<file path="src/rtl/spi_rx_dma_pkg.sv">
// Package: shared state encoding and the CRC-8 byte step used by the
// receive DMA. Assumes CRC processed MSB first, one byte per call.
package spi_rx_dma_pkg;

    typedef enum logic [1:0] {
        ST_IDLE = 2'd0,
        ST_RUN  = 2'd1,
        ST_TAIL = 2'd2
    } dma_state_e;

    // Advance an 8-bit CRC by one byte, MSB first.
    function automatic logic [7:0] crc8_step(input logic [7:0] crc_in,
                                             input logic [7:0] data_in,
                                             input logic [7:0] poly);
        logic [7:0] r;
        r = crc_in ^ data_in;
        for (int b = 0; b < 8; b++) begin
            r = r[7] ? ((r << 1) ^ poly) : (r << 1);
        end
        return r;
    endfunction

endpackage

</file>
<file path="src/rtl/rxd_cfg_check.sv">
// Module: combinational validation of a transfer request.
// Accepts a request only when the length is non-zero and the buffer
// [start, start+len) fits inside a RAM of 2^ADDR_W bytes.
module rxd_cfg_check #(
    parameter int ADDR_W = 10,
    parameter int LEN_W  = ADDR_W + 1
) (
    input  logic [ADDR_W-1:0] start_addr,
    input  logic [LEN_W-1:0]  len,
    output logic              ok
);
    localparam int SUM_W = LEN_W + 1;
    localparam logic [SUM_W-1:0] RAM_BYTES = SUM_W'(1) << ADDR_W;

    logic [SUM_W-1:0] end_excl;

    // Compute the exclusive end address and compare with the RAM size.
    always_comb begin
        end_excl = SUM_W'(start_addr) + SUM_W'(len);
        ok       = (len != '0) && (end_excl <= RAM_BYTES);
    end
endmodule

</file>
<file path="src/rtl/rxd_crc_unit.sv">
// Module: CRC-8 register. A load writes the seed; otherwise each enabled
// byte advances the CRC. Load wins over enable. Resets to INIT.
module rxd_crc_unit
    import spi_rx_dma_pkg::*;
#(
    parameter logic [7:0] POLY = 8'h07,
    parameter logic [7:0] INIT = 8'hFF
) (
    input  logic       clk,
    input  logic       rst_n,
    input  logic       load,
    input  logic [7:0] seed,
    input  logic       en,
    input  logic [7:0] data,
    output logic [7:0] crc
);
    logic [7:0] crc_q;

    // Hold, seed or advance the CRC once per cycle.
    always_ff @(posedge clk) begin
        if (!rst_n) begin
            crc_q <= INIT;
        end else if (load) begin
            crc_q <= seed;
        end else if (en) begin
            crc_q <= crc8_step(crc_q, data, POLY);
        end
    end

    assign crc = crc_q;
endmodule

</file>
<file path="src/rtl/rxd_word_packer.sv">
// Module: gathers bytes into four little-endian lanes and emits a full
// word write when told to flush. Lanes not refreshed in the current
// buffer keep stale content, which the caller treats as undefined.
module rxd_word_packer #(
    parameter int WADDR_W = 8
) (
    input  logic               clk,
    input  logic               rst_n,
    input  logic               byte_en,
    input  logic [7:0]         byte_data,
    input  logic [1:0]         lane,
    input  logic [WADDR_W-1:0] word_addr,
    input  logic               flush,
    output logic               we,
    output logic [WADDR_W-1:0] addr,
    output logic [31:0]        wdata
);
    localparam int LANES = 4;

    logic [LANES-1:0][7:0] lanes_q;
    logic [LANES-1:0][7:0] merged;

    // Merge the incoming byte into its lane so a flush sees it at once.
    for (genvar g = 0; g < LANES; g++) begin : g_lane
        always_comb begin
            merged[g] = (byte_en && (lane == 2'(g))) ? byte_data : lanes_q[g];
        end
    end

    // Keep the lane buffer up to date with accepted bytes.
    always_ff @(posedge clk) begin
        if (!rst_n) begin
            lanes_q <= '0;
        end else if (byte_en) begin
            lanes_q <= merged;
        end
    end

    // Register the outgoing word write.
    always_ff @(posedge clk) begin
        if (!rst_n) begin
            we    <= 1'b0;
            addr  <= '0;
            wdata <= '0;
        end else begin
            we <= flush;
            if (flush) begin
                addr  <= word_addr;
                wdata <= merged;
            end
        end
    end
endmodule

</file>
<file path="src/rtl/spi_rx_dma.sv">
// Module: top of the SPI receive DMA. Validates a request on start,
// walks a byte address across the buffer, packs bytes into word writes
// and runs CRC-8 over bytes past the skip count. Assumes the shifter
// presents at most one byte per cycle with in_valid.
module spi_rx_dma
    import spi_rx_dma_pkg::*;
#(
    parameter int         ADDR_W   = 10,
    parameter logic [7:0] CRC_POLY = 8'h07,
    parameter logic [7:0] CRC_INIT = 8'hFF,
    localparam int        LEN_W    = ADDR_W + 1,
    localparam int        WADDR_W  = ADDR_W - 2
) (
    input  logic               clk,
    input  logic               rst_n,
    input  logic [ADDR_W-1:0]  cfg_start_addr,
    input  logic [LEN_W-1:0]   cfg_len,
    input  logic [7:0]         cfg_seed,
    input  logic [LEN_W-1:0]   cfg_skip,
    input  logic               start,
    input  logic               crc_load,
    input  logic               in_valid,
    input  logic [7:0]         in_data,
    output logic               mem_we,
    output logic [WADDR_W-1:0] mem_addr,
    output logic [31:0]        mem_wdata,
    output logic               busy,
    output logic               done,
    output logic               cfg_err,
    output logic [7:0]         crc_out
);
    localparam logic [LEN_W-1:0] LEN_ONE = LEN_W'(1);

    dma_state_e         state_q;
    logic [ADDR_W-1:0]  cur_addr_q;
    logic [LEN_W-1:0]   cnt_q;
    logic [LEN_W-1:0]   len_q;
    logic [LEN_W-1:0]   skip_q;
    logic               done_q;
    logic               err_q;

    logic               cfg_ok;
    logic               idle;
    logic               take_start;
    logic               byte_take;
    logic               last_byte;
    logic               flush;
    logic               crc_en;
    logic               crc_seed_ld;

    rxd_cfg_check #(
        .ADDR_W (ADDR_W),
        .LEN_W  (LEN_W)
    ) u_cfg (
        .start_addr (cfg_start_addr),
        .len        (cfg_len),
        .ok         (cfg_ok)
    );

    // Decode per-cycle control from the state and the inputs.
    always_comb begin
        idle        = (state_q == ST_IDLE);
        take_start  = start && idle;
        byte_take   = in_valid && (state_q == ST_RUN);
        last_byte   = byte_take && ((cnt_q + LEN_ONE) == len_q);
        flush       = byte_take && (last_byte || (cur_addr_q[1:0] == 2'b11));
        crc_en      = byte_take && (cnt_q >= skip_q);
        crc_seed_ld = crc_load && idle;
    end

    // Sequence idle -> run -> tail -> idle.
    always_ff @(posedge clk) begin
        if (!rst_n) begin
            state_q <= ST_IDLE;
        end else begin
            case (state_q)
                ST_IDLE: if (take_start && cfg_ok) state_q <= ST_RUN;
                ST_RUN:  if (last_byte)            state_q <= ST_TAIL;
                ST_TAIL:                           state_q <= ST_IDLE;
                default:                           state_q <= ST_IDLE;
            endcase
        end
    end

    // Latch the request on an accepted start and walk address and count.
    always_ff @(posedge clk) begin
        if (!rst_n) begin
            cur_addr_q <= '0;
            cnt_q      <= '0;
            len_q      <= '0;
            skip_q     <= '0;
        end else if (take_start && cfg_ok) begin
            cur_addr_q <= cfg_start_addr;
            cnt_q      <= '0;
            len_q      <= cfg_len;
            skip_q     <= cfg_skip;
        end else if (byte_take) begin
            cur_addr_q <= cur_addr_q + ADDR_W'(1);
            cnt_q      <= cnt_q + LEN_ONE;
        end
    end

    // Produce the one-cycle done and error pulses.
    always_ff @(posedge clk) begin
        if (!rst_n) begin
            done_q <= 1'b0;
            err_q  <= 1'b0;
        end else begin
            done_q <= (state_q == ST_TAIL);
            err_q  <= take_start && !cfg_ok;
        end
    end

    rxd_word_packer #(
        .WADDR_W (WADDR_W)
    ) u_pack (
        .clk       (clk),
        .rst_n     (rst_n),
        .byte_en   (byte_take),
        .byte_data (in_data),
        .lane      (cur_addr_q[1:0]),
        .word_addr (cur_addr_q[ADDR_W-1:2]),
        .flush     (flush),
        .we        (mem_we),
        .addr      (mem_addr),
        .wdata     (mem_wdata)
    );

    rxd_crc_unit #(
        .POLY (CRC_POLY),
        .INIT (CRC_INIT)
    ) u_crc (
        .clk   (clk),
        .rst_n (rst_n),
        .load  (crc_seed_ld),
        .seed  (cfg_seed),
        .en    (crc_en),
        .data  (in_data),
        .crc   (crc_out)
    );

    assign busy    = !idle;
    assign done    = done_q;
    assign cfg_err = err_q;
endmodule

</file>
<file path="config.mk">
export PLATFORM = sky130hd
export DESIGN_NAME = spi_rx_dma
export DESIGN_NICKNAME = d
export VERILOG_FILES = /design/src/rtl/spi_rx_dma_pkg.sv /design/src/rtl/rxd_cfg_check.sv /design/src/rtl/rxd_crc_unit.sv /design/src/rtl/rxd_word_packer.sv /design/src/rtl/spi_rx_dma.sv
export SDC_FILE = /design/constraint.sdc
export NUM_CORES = 1
export LEC_CHECK = 0
export ABC_CLOCK_PERIOD_IN_PS = 3250
export BUFFER_PORTS_ARGS = -buffer_cell sky130_fd_sc_hd__buf_2
export CAP_MARGIN = 30
export CELL_PAD_IN_SITES_DETAIL_PLACEMENT = 1
export CELL_PAD_IN_SITES_GLOBAL_PLACEMENT = 1
export CORE_MARGIN = 2
export CORE_UTILIZATION = 43
export CTS_CLUSTER_SIZE = 25
export DETAILED_ROUTE_END_ITERATION = 7
export PLACE_DENSITY_LB_ADDON = 0.08
export SYNTH_ARGS = -nofsm -noshare
export SYNTH_HDL_FRONTEND = slang
export SYNTH_SLANG_ARGS = --single-unit
</file>
<file path="constraint.sdc">
create_clock -name clk -period 3.25 [get_ports clk]
set_clock_uncertainty 0.2 [all_clocks]
set_input_delay 0.65 -clock clk [delete_from_list [all_inputs] [get_ports clk]]
set_output_delay 0.65 -clock clk [all_outputs]
set_load 0.005 [all_outputs]
</file>
# After elaboration in Yosys (flattened, before gate mapping)
# Index checks and enable logic that the tools add are counted.
# Widths: inputs -> output; s select.
[totals]
elab_cells = 80
ff_bits = 128
[op_classes]
muxes = 19
magnitude_cmp = 2
reduce_logical = 23
eq_ne = 8
bitwise = 10
addsub = 3
[op_table]
columns = ["cell", "n"]
rows = [
  ["$mux 8", 6],
  ["$mux 3", 8],
  ["$not 3->3", 8],
  ["$mux 10", 2],
  ["$logic_and 1x1->1", 13],
  ["$add 10x11->12", 1],
  ["$le 12x11->1 const B", 1],
  ["$add 11x1->11 const B", 1],
  ["$eq 11x11->1", 1],
  ["$ge 11x11->1", 1],
  ["$reduce_bool 11->1", 1],
  ["$add 10x1->10 const B", 1],
  ["$xor 8x8->8", 1],
  ["$eq 2x2->1 const B", 3],
  ["$eq 2x1->1 const B", 2],
  ["$logic_not 2->1", 2],
  ["$mux 2", 2],
  ["$pmux 2 s2", 1],
  ["$reduce_bool 2->1", 2],
  ["$logic_not 1->1", 2],
  ["$ne 2x1->1 const B", 1],
  ["$ne 2x2->1 const B", 1],
  ["$reduce_and 2->1", 1],
  ["$reduce_or 2->1", 1],
  ["other kinds (2)", 2],
]

# Logic depth before layout (Yosys ltp)
# Gate-level depths: netlist (run 1).
[logic_depth]
depth_word = 19
ltp_mapped = 12
ltp_nobuf = 10

# Cells and area by module
# Synthesis (run 1) repeated with hierarchy kept, for this count alone.
[hier_totals]
cells_unflattened = 680
hier_area_um2 = 6189.7
[modules_own_cells]
columns = ["module", "n_inst", "cells_each", "area_per_inst_um2"]
rows = [
  ["rxd_word_packer", 1, 242, 2590.0],
  ["spi_rx_dma", 1, 306, 2427.3],
  ["rxd_crc_unit", 1, 62, 608.1],
  ["rxd_cfg_check", 1, 70, 564.3],
]

# Worst setup path after synthesis (run 1)
# Ideal clock, no wire load.
[synth_timing]
path_kind = "input port to flip-flop"
startpoint = "in cfg_start_addr[0]"
endpoint = "reg cur_addr_q[3]"
required_ps = 2934
cell_stages = 12
setup_ps = 116
path_buffers = 2
path_slack_ps = 185
t_arrival_ps = 2749
cell_sequence = "ha_1 -> fa_1 -> a21o_1 -> a31o_2 -> nand2_1 -> o2111a_1 -> o2111ai_2 -> a21oi_2 -> buf_6 -> buf_12 -> mux2i_1 -> nor2b_1"
[synth_via]
elab_chain_cells = 5
[synth_lines]
columns = ["item", "line", "rtl"]
rows = [
  ["start, declared", "spi_rx_dma.sv:16", "input logic [ADDR_W-1:0] cfg_start_addr,"],
  ["$add 10x11->12 (*)", "rxd_cfg_check.sv:19", "end_excl = SUM_W'(start_addr) + SUM_W'(len);"],
  ["$le 12x11->1 (*)", "rxd_cfg_check.sv:20", "ok = (len != '0) && (end_excl <= RAM_BYTES);"],
  ["$logic_and 1x1->1 (*)", "rxd_cfg_check.sv:20", ""],
  ["$logic_and 1x1->1 (*)", "spi_rx_dma.sv:92", "end else if (take_start && cfg_ok) begin"],
  ["$mux 10 / $reduce_bool 2->1 (equally long branches)", "n/a", ""],
  ["end signal, assigned", "spi_rx_dma.sv:93", "cur_addr_q <= cfg_start_addr;"],
  ["end signal, assigned", "spi_rx_dma.sv:98", "cur_addr_q <= cur_addr_q + ADDR_W'(1);"],
  ["end, declared", "spi_rx_dma.sv:35", "logic [ADDR_W-1:0] cur_addr_q;"],
]
# Every way passes the cells marked *; elsewhere a longest branch is shown, timed or not.
# A chain may end at the register's enable or synchronous reset.

# Final worst setup path (run 1)
[layout_timing]
startpoint = "in cfg_start_addr[0]"
endpoint = "reg skip_q[10]"
[layout_via]
elab_chain_cells = 4
[layout_lines]
columns = ["item", "line", "rtl"]
rows = [
  ["$add 10x11->12", "rxd_cfg_check.sv:19", ""],
  ["$le 12x11->1", "rxd_cfg_check.sv:20", ""],
  ["$logic_and 1x1->1", "rxd_cfg_check.sv:20", ""],
  ["$logic_and 1x1->1", "spi_rx_dma.sv:92", ""],
  ["end signal, assigned", "spi_rx_dma.sv:96", "skip_q <= cfg_skip;"],
  ["end, declared", "spi_rx_dma.sv:38", "logic [LEN_W-1:0] skip_q;"],
]
# Every way passes these cells.

==> results of run 1 <==
[cells by family after synthesis]
family / after synthesis / share of synthesized area
and+or+nand+nor: 251 / 0.194
DFF: 128 / 0.392
AOI/OAI and AO/OA: 110 / 0.115
muxes: 73 / 0.117
xor gates and xnor gates: 66 / 0.0884
buffers and inverters: 54 / 0.0411
adders and majority gates: 27 / 0.0528
[power groups by stage]
stage | Combinational [W] | Clock, W | Sequential, W
floorplan | 0.000415 | 0 | 0.00169
CTS | 0.000602 | 0.00210 | 0.00167
detailed placement | 0.000594 | 0 | 0.00170
finish | 0.000596 | 0.00206 | 0.00167
global placement | 0.000568 | 0 | 0.00170
global route | 0.000658 | 0.00216 | 0.00167
[cell usage in the layout, fill, tap and decap left out, types with 6 or more instances in the layout]
cell and instances:
sky130_fd_sc_hd__dfxtp_1 128, sky130_fd_sc_hd__buf_2 104, sky130_fd_sc_hd__nand2_1 91, sky130_fd_sc_hd__mux2i_1 48
sky130_fd_sc_hd__nor2b_1 44, sky130_fd_sc_hd__xnor2_1 42, sky130_fd_sc_hd__a21boi_0 32, sky130_fd_sc_hd__buf_4 32
sky130_fd_sc_hd__nor2_1 30, sky130_fd_sc_hd__a21oi_1 29, sky130_fd_sc_hd__and2_1 27, sky130_fd_sc_hd__ha_1 26
sky130_fd_sc_hd__mux2_2 24, sky130_fd_sc_hd__xor2_1 24, sky130_fd_sc_hd__o21ai_0 19, sky130_fd_sc_hd__inv_1 18
sky130_fd_sc_hd__clkbuf_16 17, sky130_fd_sc_hd__nand3_1 10, sky130_fd_sc_hd__nor3b_1 9, sky130_fd_sc_hd__nor4_1 8
sky130_fd_sc_hd__and3_1 7, sky130_fd_sc_hd__nand4_1 7, sky130_fd_sc_hd__a21o_1 6
[metrics by stage]
stage          instance area, um^2  std cells  TNS (ns)
2_1_floorplan                 6540        709         0
3_3_place_gp                  7380        999     -1.52
3_5_place_dp                  7400       1000     -7.21
4_1_cts                       8040       1032         0
5_1_grt                       8040       1032         0
6_report                      8040       1032         0
[final timing paths]
path | from | to | slack [ns] | cells after the start
setup / recovery | cfg_start_addr[0] | skip_q[10] | 0.19 | 12
hold / removal | state_q[0] | done | 0.23 | 1
hold reg to reg | state_q[0] | done | 0.23 | 1
setup reg to reg | cnt_q[2] | u_pack.wdata[6] | 0.35 | 8
[registers in the layout (all words and copies together), names as in the netlist]
| register | cells |
|---|---|
| u_crc.crc | 8 |
| state_q | 2 |
| len_q | 11 |
| u_pack.we | 1 |
| cur_addr_q | 10 |
| skip_q | 11 |
| u_pack.addr | 8 |
| done | 1 |
| u_pack.lanes_q | 32 |
| cnt_q | 11 |
| cfg_err | 1 |
| u_pack.wdata | 32 |
[final cells by class]
| type | instances | area share |
|---|---|---|
| multi-input cells | 527 | 0.462 |
| well taps | 188 | 0.0292 |
| repair buffers | 139 | 0.102 |
| clock buffers | 20 | 0.0568 |
| inverters | 18 | 0.00840 |
| clock inverters | 12 | 0.0229 |
| flip-flops and latches | 128 | 0.319 |
[routing by layer]
metal,vias up,part of all wire,track usage
met1,2628,0.44,0.266
met5,-,0,0
met4,0,0.013,0.0692
met3,20,0.032,0.0498
li1,2655,-,-
met2,102,0.51,0.401
[critical path: cells and delay by family]
kind	cells	cell delay, ns
buffers and inverters	2	0.38
and+or+nand+nor	2	0.16
adders and majority gates	2	0.65
AOI/OAI and AO/OA	5	1.09
muxes	1	0.22
==> flow_summary_export.csv, run 1 <==
group,metric,value,unit
power,reported_leakage_power,3.44,nW
power,register_share_of_total_power,0.386,
floorplanning,die_x,127,um
timing,hold_viol_final,0,
clock_tree,clkLatencyLatePin,0.42,ns
finish,multi_input_logic_area,3720,um^2
place,dpl_worst_slack,-0.270,ns
floorplanning,initial_standard_cell_utilization_of_the_core,0.435,
floorplanning,fp.dieArea,16200,um^2
yosys,synth-seq-cells,128,
yosys,mean_area_per_synthesized_cell,9.22,um^2
yosys,synthesis.area,6540,um^2
setup_path,cp_max_fo,11,
clock_tree,tritoncts,"yes",
timing,worst_slack,0.192,ns
grt,antenna_violations_before_repair,0,
yosys,synth_most_common_cell,"sky130_fd_sc_hd__dfxtp_1",
detailed_routing,vias,5405,
finish,design.final.nets,911,
clock_tree,htree_levels,4,
finish,areaGrowthSynthToFinish,23.0,%
setup_path,critPathArrivalTime,3.16,ns
timing,finalSetupViolCount,0,
detailed_routing,drt-pass1-iter-count,4,
clock_tree,cts.reportedPaths.clkPinSlew,0.06,ns
clock_tree,post_cts_resize_count,0,
grt,track_usage,0.223,
yosys,synth_top_cells_by_area,"sky130_fd_sc_hd__dfxtp_1 (39%), sky130_fd_sc_hd__mux2i_1 (7.3%), sky130_fd_sc_hd__xnor2_1 (5.6%)",
clock_tree,cts-buffers-inserted,17,
clock_tree,cts_num_sinks,128,
setup_path,cp_capture_type,"flop",
yosys,ys_async_sr_fraction,0,
min_path,timing.hold.worst.class,"flop to flop",
finish,fin_util,0.535,
setup_path,worstPathRequired,3.35,ns
power,power_share_of_the_clock_group,0.476,
grt,grt_pass1_vias,5809,
timing,maxClockFrequency,327,MHz
yosys,synth_enable_flop_cells,0,
place,detailed_place_hpwl,12.8,mm
timing,min_period,3.06,ns
place,gp_congestion,0.876,
detailed_routing,post-route-drc-count,0,
timing,timing_worst_slew_pin_value,1.04,ns
floorplanning,die-height,127,um
setup_path,highest_cell_delay_on_the_worst_timing_path,0.42,ns
job,max_cap_violations,0,
detailed_routing,number_of_drc_markers_in_iteration_0,177,
power,vdd.ir_drop.worst,0.409,mV
clock_tree,cts-root-buf,"sky130_fd_sc_hd__clkbuf_16",
finish,antenna-diode-count,0,
finish,layout-drive-gt1-share,0.239,
finish,final.fill_count,1767,
power,power_report.internal_total,0.00323,W
setup_path,setup.worst_path.start_class,"primary input",
yosys,commonest_cells_in_the_synthesized_netlist,"sky130_fd_sc_hd__dfxtp_1 (128), sky130_fd_sc_hd__nand2_1 (91), sky130_fd_sc_hd__mux2i_1 (48)",
floorplanning,floorplan.core_area,15000,um^2
yosys,synth_warn,0,
yosys,postSynthCellCount,709,
power,p_comb_frac,0.138,
timing,max_slew_headroom_at_the_worst_pin,0.308,
setup_path,worstPathCellList,"buf_2 -> ha_1 -> fa_1 -> a21o_1 -> a31o_2 -> nand2_1 -> o2111a_1 -> o2111ai_2 -> a21oi_4 -> buf_4 -> mux2i_1 -> nor2b_1",
finish,sequential_cell_area,2560,um^2
grt,global_route_wire_length_before_repair,28.5,mm
detailed_routing,wl_per_cell,17.0,um
yosys,seq_area_frac_synth,0.392,
power,power.net_switching,0.00109,W
floorplanning,ioPinCount,105,
detailed_routing,routed_via_density,5.24,
power,total_power_draw,0.00432,W
clock_tree,post_cts.repair.setup_buffers,0,
timing,slew_violations,0,
power,share_of_total_power_consumed_by_net_switching,0.252,
grt,grt_remaining_overflow,0,
timing,final.period_utilization,0.941,
setup_path,slowest_cell_on_the_critical_path,"sky130_fd_sc_hd__fa_1",
yosys,synth-main-ff-cell,"sky130_fd_sc_hd__dfxtp_1",
timing,rsz0062_at_grt,"no",
grt,largest_net_degree_at_the_start_of_global_routing,71,
run_status,status,"complete, no violations",
floorplanning,rows,45,
yosys,synthDominantCellAreaShare,0.392,
yosys,synthDominantAreaCellType,"sky130_fd_sc_hd__dfxtp_1",
setup_path,critPathKind,"primary input to flop",
timing,timing.hold.ws,0.232,ns
yosys,synth_nets,789,
detailed_routing,routed_wirelength,17.5,mm
clock_tree,cts-hold-fix-buffers,0,
clock_tree,clock_tree.buffer_depth,2,
place,count_of_input_and_output_buffers,104,
power,p_per_area,537,nW/um^2
detailed_routing,ant_nets,0,
yosys,netlist-cell-type-count,53,
(Power assumes the default switching activity.)
==> run 2: changes to the inputs <==
Settings changed: CORE_UTILIZATION 43 to 40.
==> flow_summary_export.csv, run 2 (synthesized netlist as in run 1, its figures left out) <==
group,metric,value,unit
run_status,status,"complete, no violations",
timing,rsz0062_at_grt,"no",
timing,final.period_utilization,0.930,
setup_path,worst_r2r_startpoint,"cnt_q[1]",
setup_path,worst_setup_path_endpoint,"cur_addr_q[0]",
clock_tree,htree_levels,4,
setup_path,reg2regPathDepth,9,
finish,layout-drive-gt1-share,0.247,
grt,track_usage,0.210,
grt,largest_net_degree_at_the_start_of_global_routing,120,
clock_tree,post_cts.repair.setup_buffers,0,
setup_path,cp_max_fo,14,
setup_path,critPathArrivalTime,3.13,ns
floorplanning,fp.dieArea,17400,um^2
setup_path,worstReg2RegEnd,"u_pack.wdata[22]",
setup_path,critPathKind,"primary input to flop",
timing,slew_violations,0,
detailed_routing,routed_via_density,5.07,
clock_tree,cts-buffers-inserted,17,
clock_tree,cts-hold-fix-buffers,0,
floorplanning,initial_standard_cell_utilization_of_the_core,0.410,
detailed_routing,post-route-drc-count,0,
min_path,worstHoldStart,"state_q[0]",
timing,min_period,3.02,ns
power,reported_leakage_power,3.47,nW
power,power_report.internal_total,0.00326,W
timing,final.setup.tns,0,ns
detailed_routing,wl_per_cell,16.9,um
place,placed_cell_area,7490,um^2
detailed_routing,ant_nets,0,
timing,max_slew_headroom_at_the_worst_pin,0.387,
finish,layout.cell_area.non_filler,8150,um^2
floorplanning,ioPinCount,105,
setup_path,cp_capture_type,"flop",
setup_path,startpoint,"cfg_start_addr[2]",
grt,global_route_wire_length_before_repair,29.2,mm
setup_path,setup.worst_path.start_class,"primary input",
detailed_routing,number_of_drc_markers_in_iteration_0,193,
floorplanning,rows,46,
place,detailed_place_hpwl,13.1,mm
timing,maxClockFrequency,331,MHz
clock_tree,cts_num_sinks,128,
grt,antenna_violations_before_repair,0,
power,p_comb_frac,0.141,
clock_tree,clkLatencyLatePin,0.43,ns
floorplanning,die_x,132,um
detailed_routing,drt-pass1-iter-count,4,
setup_path,internal_reg_to_reg_setup_slack,0.23,ns
place,count_of_input_and_output_buffers,104,
grt,grt_remaining_overflow,0,
timing,finalSetupViolCount,0,
timing,hold_viol_final,0,
power,vdd.ir_drop.worst,0.351,mV
min_path,timing.hold.worst.class,"flop to flop",
detailed_routing,vias,5408,
finish,leading_cell_type_in_the_layout_fill_and_taps_excluded,"sky130_fd_sc_hd__dfxtp_1",
finish,design.final.nets,918,
clock_tree,clock_tree.buffer_depth,2,
power,p_per_area,534,nW/um^2
job,max_cap_violations,0,
floorplanning,floorplan.core_area,15900,um^2
finish,areaGrowthSynthToFinish,24.7,%
power,power.net_switching,0.00110,W
clock_tree,cts-root-buf,"sky130_fd_sc_hd__clkbuf_16",
place,gp_congestion,0.834,
grt,grt_pass1_vias,5853,
finish,antenna-diode-count,0,
timing,timing_worst_slew_pin_value,0.920,ns
clock_tree,cts.reportedPaths.clkPinSlew,0.06,ns
floorplanning,die-height,132,um
setup_path,worstPathRequired,3.36,ns
detailed_routing,routed_wirelength,18.0,mm
power,share_of_total_power_consumed_by_net_switching,0.252,
finish,layout.cells.most_common_list,"sky130_fd_sc_hd__dfxtp_1 (128), sky130_fd_sc_hd__buf_2 (104), sky130_fd_sc_hd__nand2_1 (91)",
clock_tree,tritoncts,"yes",
power,power_share_of_the_clock_group,0.477,
finish,layout_top_registers,"u_pack.lanes_q x32, u_pack.wdata x32",
power,register_share_of_total_power,0.382,
==> run 2: metrics by stage <==
step,util,instances,total power (W),worst slack (ns),hold slack [ns]
final,0.511,1067,0.00435,0.227,0.242
after global routing,0.511,1067,0.00453,0.00118,0.265
after CTS,0.511,1066,0.00439,0.115,0.249
after detailed placement,0.470,1034,0.00231,-0.211,0.236
after global placement,0.470,1034,0.00228,-0.0681,0.237
after floorplan,-,709,0.00210,0.185,0.205
==> run 2: metal layers <==
layer	vias to the layer above	global-route usage	routed length, um
li1	2680	-	-
met1	2606	0.245	7890
met2	104	0.375	9110
met3	18	0.0492	686
met4	0	0.0767	301
met5	-	0	0
==> run 2: timing repair <==
action                                 4_1_cts  5_1_grt
setup endpoints to repair                    0        8
endpoints found under the hold margin        0        0
resized for setup                            0        0
==> run 2: worst min path at each step <==
| stage | to | slack [ns] | cells past startpoint |
|---|---|---|---|
| 3_3_place_gp | done | 0.24 | 1 |
| 5_1_grt | u_crc.crc[1] | 0.27 | 3 |
| 4_1_cts | done | 0.25 | 1 |
| 2_1_floorplan | done | 0.21 | 1 |
| 6_report | done | 0.24 | 1 |
| 3_5_place_dp | done | 0.24 | 1 |
==> run 2: final cells by class <==
class	count	area (um^2)
Clock inverter	12	183
Multi-Input combinational cell	528	3720
Sequential cell	128	2560
Inverter	18	67.6
Clock buffer	20	467
Timing Repair Buffer	145	878
Tap cell	216	270
Fill cell	1859	7790
==> run 2: power groups by stage <==
stage / logic, W / registers [W] / clock network [W]
finish: 0.000613 / 0.00166 / 0.00208
global route: 0.000675 / 0.00167 / 0.00219
CTS: 0.000616 / 0.00166 / 0.00211
detailed placement: 0.000610 / 0.00170 / 0
global placement: 0.000585 / 0.00170 / 0
floorplan: 0.000415 / 0.00169 / 0
==> run 2: critical path: stages <==
cell	delay (ns)
sky130_fd_sc_hd__buf_2	0.12
sky130_fd_sc_hd__ha_1	0.32
sky130_fd_sc_hd__o21ai_0	0.22
sky130_fd_sc_hd__o21bai_1	0.14
sky130_fd_sc_hd__a2111oi_0	0.48
sky130_fd_sc_hd__a311o_1	0.23
sky130_fd_sc_hd__o2111ai_2	0.17
sky130_fd_sc_hd__a21oi_4	0.30
sky130_fd_sc_hd__buf_12	0.20
sky130_fd_sc_hd__mux2i_1	0.22
sky130_fd_sc_hd__nor2b_1	0.07
==> run 3: changes to the inputs <==
Settings changed: CTS_CLUSTER_SIZE 25 to 28, PLACE_DENSITY set to 0.82, PLACE_DENSITY_LB_ADDON 0.08 to unset.
==> flow_summary_export.csv, run 3 (synthesized netlist as in run 1, its figures left out) <==
group,metric,value,unit
timing,timing_worst_slew_pin_value,0.703,ns
clock_tree,cts.reportedPaths.clkPinSlew,0.07,ns
job,max_cap_violations,0,
place,gp_congestion,0.847,
power,reported_leakage_power,3.46,nW
grt,track_usage,0.218,
detailed_routing,ant_nets,0,
setup_path,critPathKind,"primary input to flop",
detailed_routing,vias,5451,
setup_path,highest_cell_delay_on_the_worst_timing_path,0.41,ns
min_path,min_delay_worst_endpoint,"done",
setup_path,reg2regPathDepth,8,
finish,layout-drive-gt1-share,0.245,
detailed_routing,number_of_drc_markers_in_iteration_0,209,
place,count_of_input_and_output_buffers,104,
detailed_routing,routed_via_density,5.12,
finish,layout.cells.most_common_list,"sky130_fd_sc_hd__dfxtp_1 (128), sky130_fd_sc_hd__buf_2 (104), sky130_fd_sc_hd__nand2_1 (91)",
min_path,worstHoldStart,"state_q[0]",
detailed_routing,drt-pass1-iter-count,4,
clock_tree,cts-root-buf,"sky130_fd_sc_hd__clkbuf_16",
floorplanning,ioPinCount,105,
floorplanning,rows,46,
clock_tree,clock_tree.buffer_depth,2,
detailed_routing,post-route-drc-count,0,
grt,grt_remaining_overflow,0,
setup_path,cp_capture_type,"flop",
floorplanning,initial_standard_cell_utilization_of_the_core,0.410,
place,detailed_place_hpwl,12.6,mm
floorplanning,fp.dieArea,17400,um^2
power,vdd.ir_drop.worst,0.381,mV
timing,maxClockFrequency,330,MHz
timing,hold_viol_final,0,
detailed_routing,wl_per_cell,17.3,um
grt,grt_pass1_vias,5889,
clock_tree,cts-hold-fix-buffers,0,
grt,antenna_violations_before_repair,0,
timing,max_slew_headroom_at_the_worst_pin,0.530,
clock_tree,cts_num_sinks,128,
place,dpl_worst_slack,-0.168,ns
setup_path,internal_reg_to_reg_setup_slack,0.37,ns
floorplanning,die-height,132,um
clock_tree,htree_levels,4,
setup_path,worst_r2r_startpoint,"cnt_q[2]",
grt,global_route_wire_length_before_repair,30.2,mm
timing,final.setup.tns,0,ns
finish,leading_cell_type_in_the_layout_fill_and_taps_excluded,"sky130_fd_sc_hd__dfxtp_1",
power,total_power_draw,0.00424,W
finish,antenna-diode-count,0,
run_status,status,"complete, no violations",
finish,layout_top_registers,"u_pack.lanes_q x32, u_pack.wdata x32",
floorplanning,die_x,132,um
finish,final.fill_count,1879,
min_path,hold_path_depth,1,
setup_path,worstReg2RegEnd,"u_pack.wdata[31]",
setup_path,worstPathCellList,"buf_2 -> ha_1 -> fa_1 -> a21o_1 -> a21oi_1 -> xnor2_1 -> nor3_1 -> o2111ai_2 -> a21oi_4 -> buf_12 -> mux2i_1 -> nor2b_1",
finish,areaGrowthSynthToFinish,23.7,%
timing,slew_violations,0,
timing,worst_slack,0.215,ns
setup_path,slowest_cell_on_the_critical_path,"sky130_fd_sc_hd__fa_1",
clock_tree,clkLatencyLatePin,0.43,ns
timing,final.period_utilization,0.934,
floorplanning,floorplan.core_area,15900,um^2
timing,finalSetupViolCount,0,
clock_tree,tritoncts,"yes",
setup_path,setup.worst_path.start_class,"primary input",
timing,rsz0062_at_grt,"no",
clock_tree,cts-buffers-inserted,17,
finish,design.final.nets,915,
setup_path,critPathArrivalTime,3.15,ns
finish,fin_util,0.507,
grt,largest_net_degree_at_the_start_of_global_routing,59,
power,p_per_area,524,nW/um^2
timing,min_period,3.03,ns
setup_path,worstPathRequired,3.37,ns
min_path,timing.hold.worst.class,"flop to flop",
setup_path,cp_max_fo,17,
detailed_routing,routed_wirelength,18.4,mm
==> run 3: timing repair <==
action | 4_1_cts | 5_1_grt
endpoints found under the setup margin | 8 | 20
pin swaps | 1 | 1
gates cloned | 1 | 0
buffers inserted | 0 | 1
resized for setup | 0 | 2
==> run 3: per-stage QoR <==
stage               instance area [um^2]  hold slack (ns)  std cells
global route                        8090            0.259       1064
detailed placement                  7450            0.224       1030
finish                              8090            0.244       1064
global placement                    7450            0.221       1030
floorplan                           6540            0.205        709
CTS                                 8060            0.237       1063
==> run 3: metal layers <==
layer	GRT usage	routed length (um)
met1	0.262	8050
met2	0.379	9190
met3	0.0511	833
met4	0.0773	300
met5	0	0
==> run 3: power by group <==
group	leakage, nW	total (W)	internal (W)	switching (W)
combinational	2.13	0.000610	0.000283	0.000326
sequential	1.04	0.00167	0.00162	0.0000446
clock	0.296	0.00196	0.00112	0.000845
total	3.46	0.00424	0.00302	0.00122
==> run 3: worst max path at each step <==
stage	cells past startpoint	endpoint	slack [ns]	from
after global routing	11	len_q[1]	0.11	cfg_start_addr[1]
after floorplan	12	cur_addr_q[3]	0.18	cfg_start_addr[0]
after global placement	12	cur_addr_q[7]	-0.08	cfg_start_addr[0]
final	12	len_q[1]	0.22	cfg_start_addr[0]
after CTS	9	u_pack.addr[5]	0.08	cnt_q[2]
after detailed placement	12	cur_addr_q[6]	-0.17	cfg_start_addr[0]
==> run 3: final cells by class <==
cell class              count  area (um^2)  share of cell area
inverters                  18         67.6             0.00835
clock inverters            14          160              0.0198
repair buffers            142          856               0.106
well taps                 216          270              0.0334
flip-flops and latches    128         2560               0.317
multi-input cells         528         3730               0.462
clock buffers              18          439              0.0543
==> run 3: critical path: cells and delay by family <==
kind	cells	cell delay, ns
AO/OA/AOI/OAI	4	0.87
adder cells (fa/ha/maj)	2	0.64
AND/OR/NAND/NOR	2	0.33
multiplexers	1	0.26
XOR/XNOR	1	0.08
buffers and inverters	2	0.33
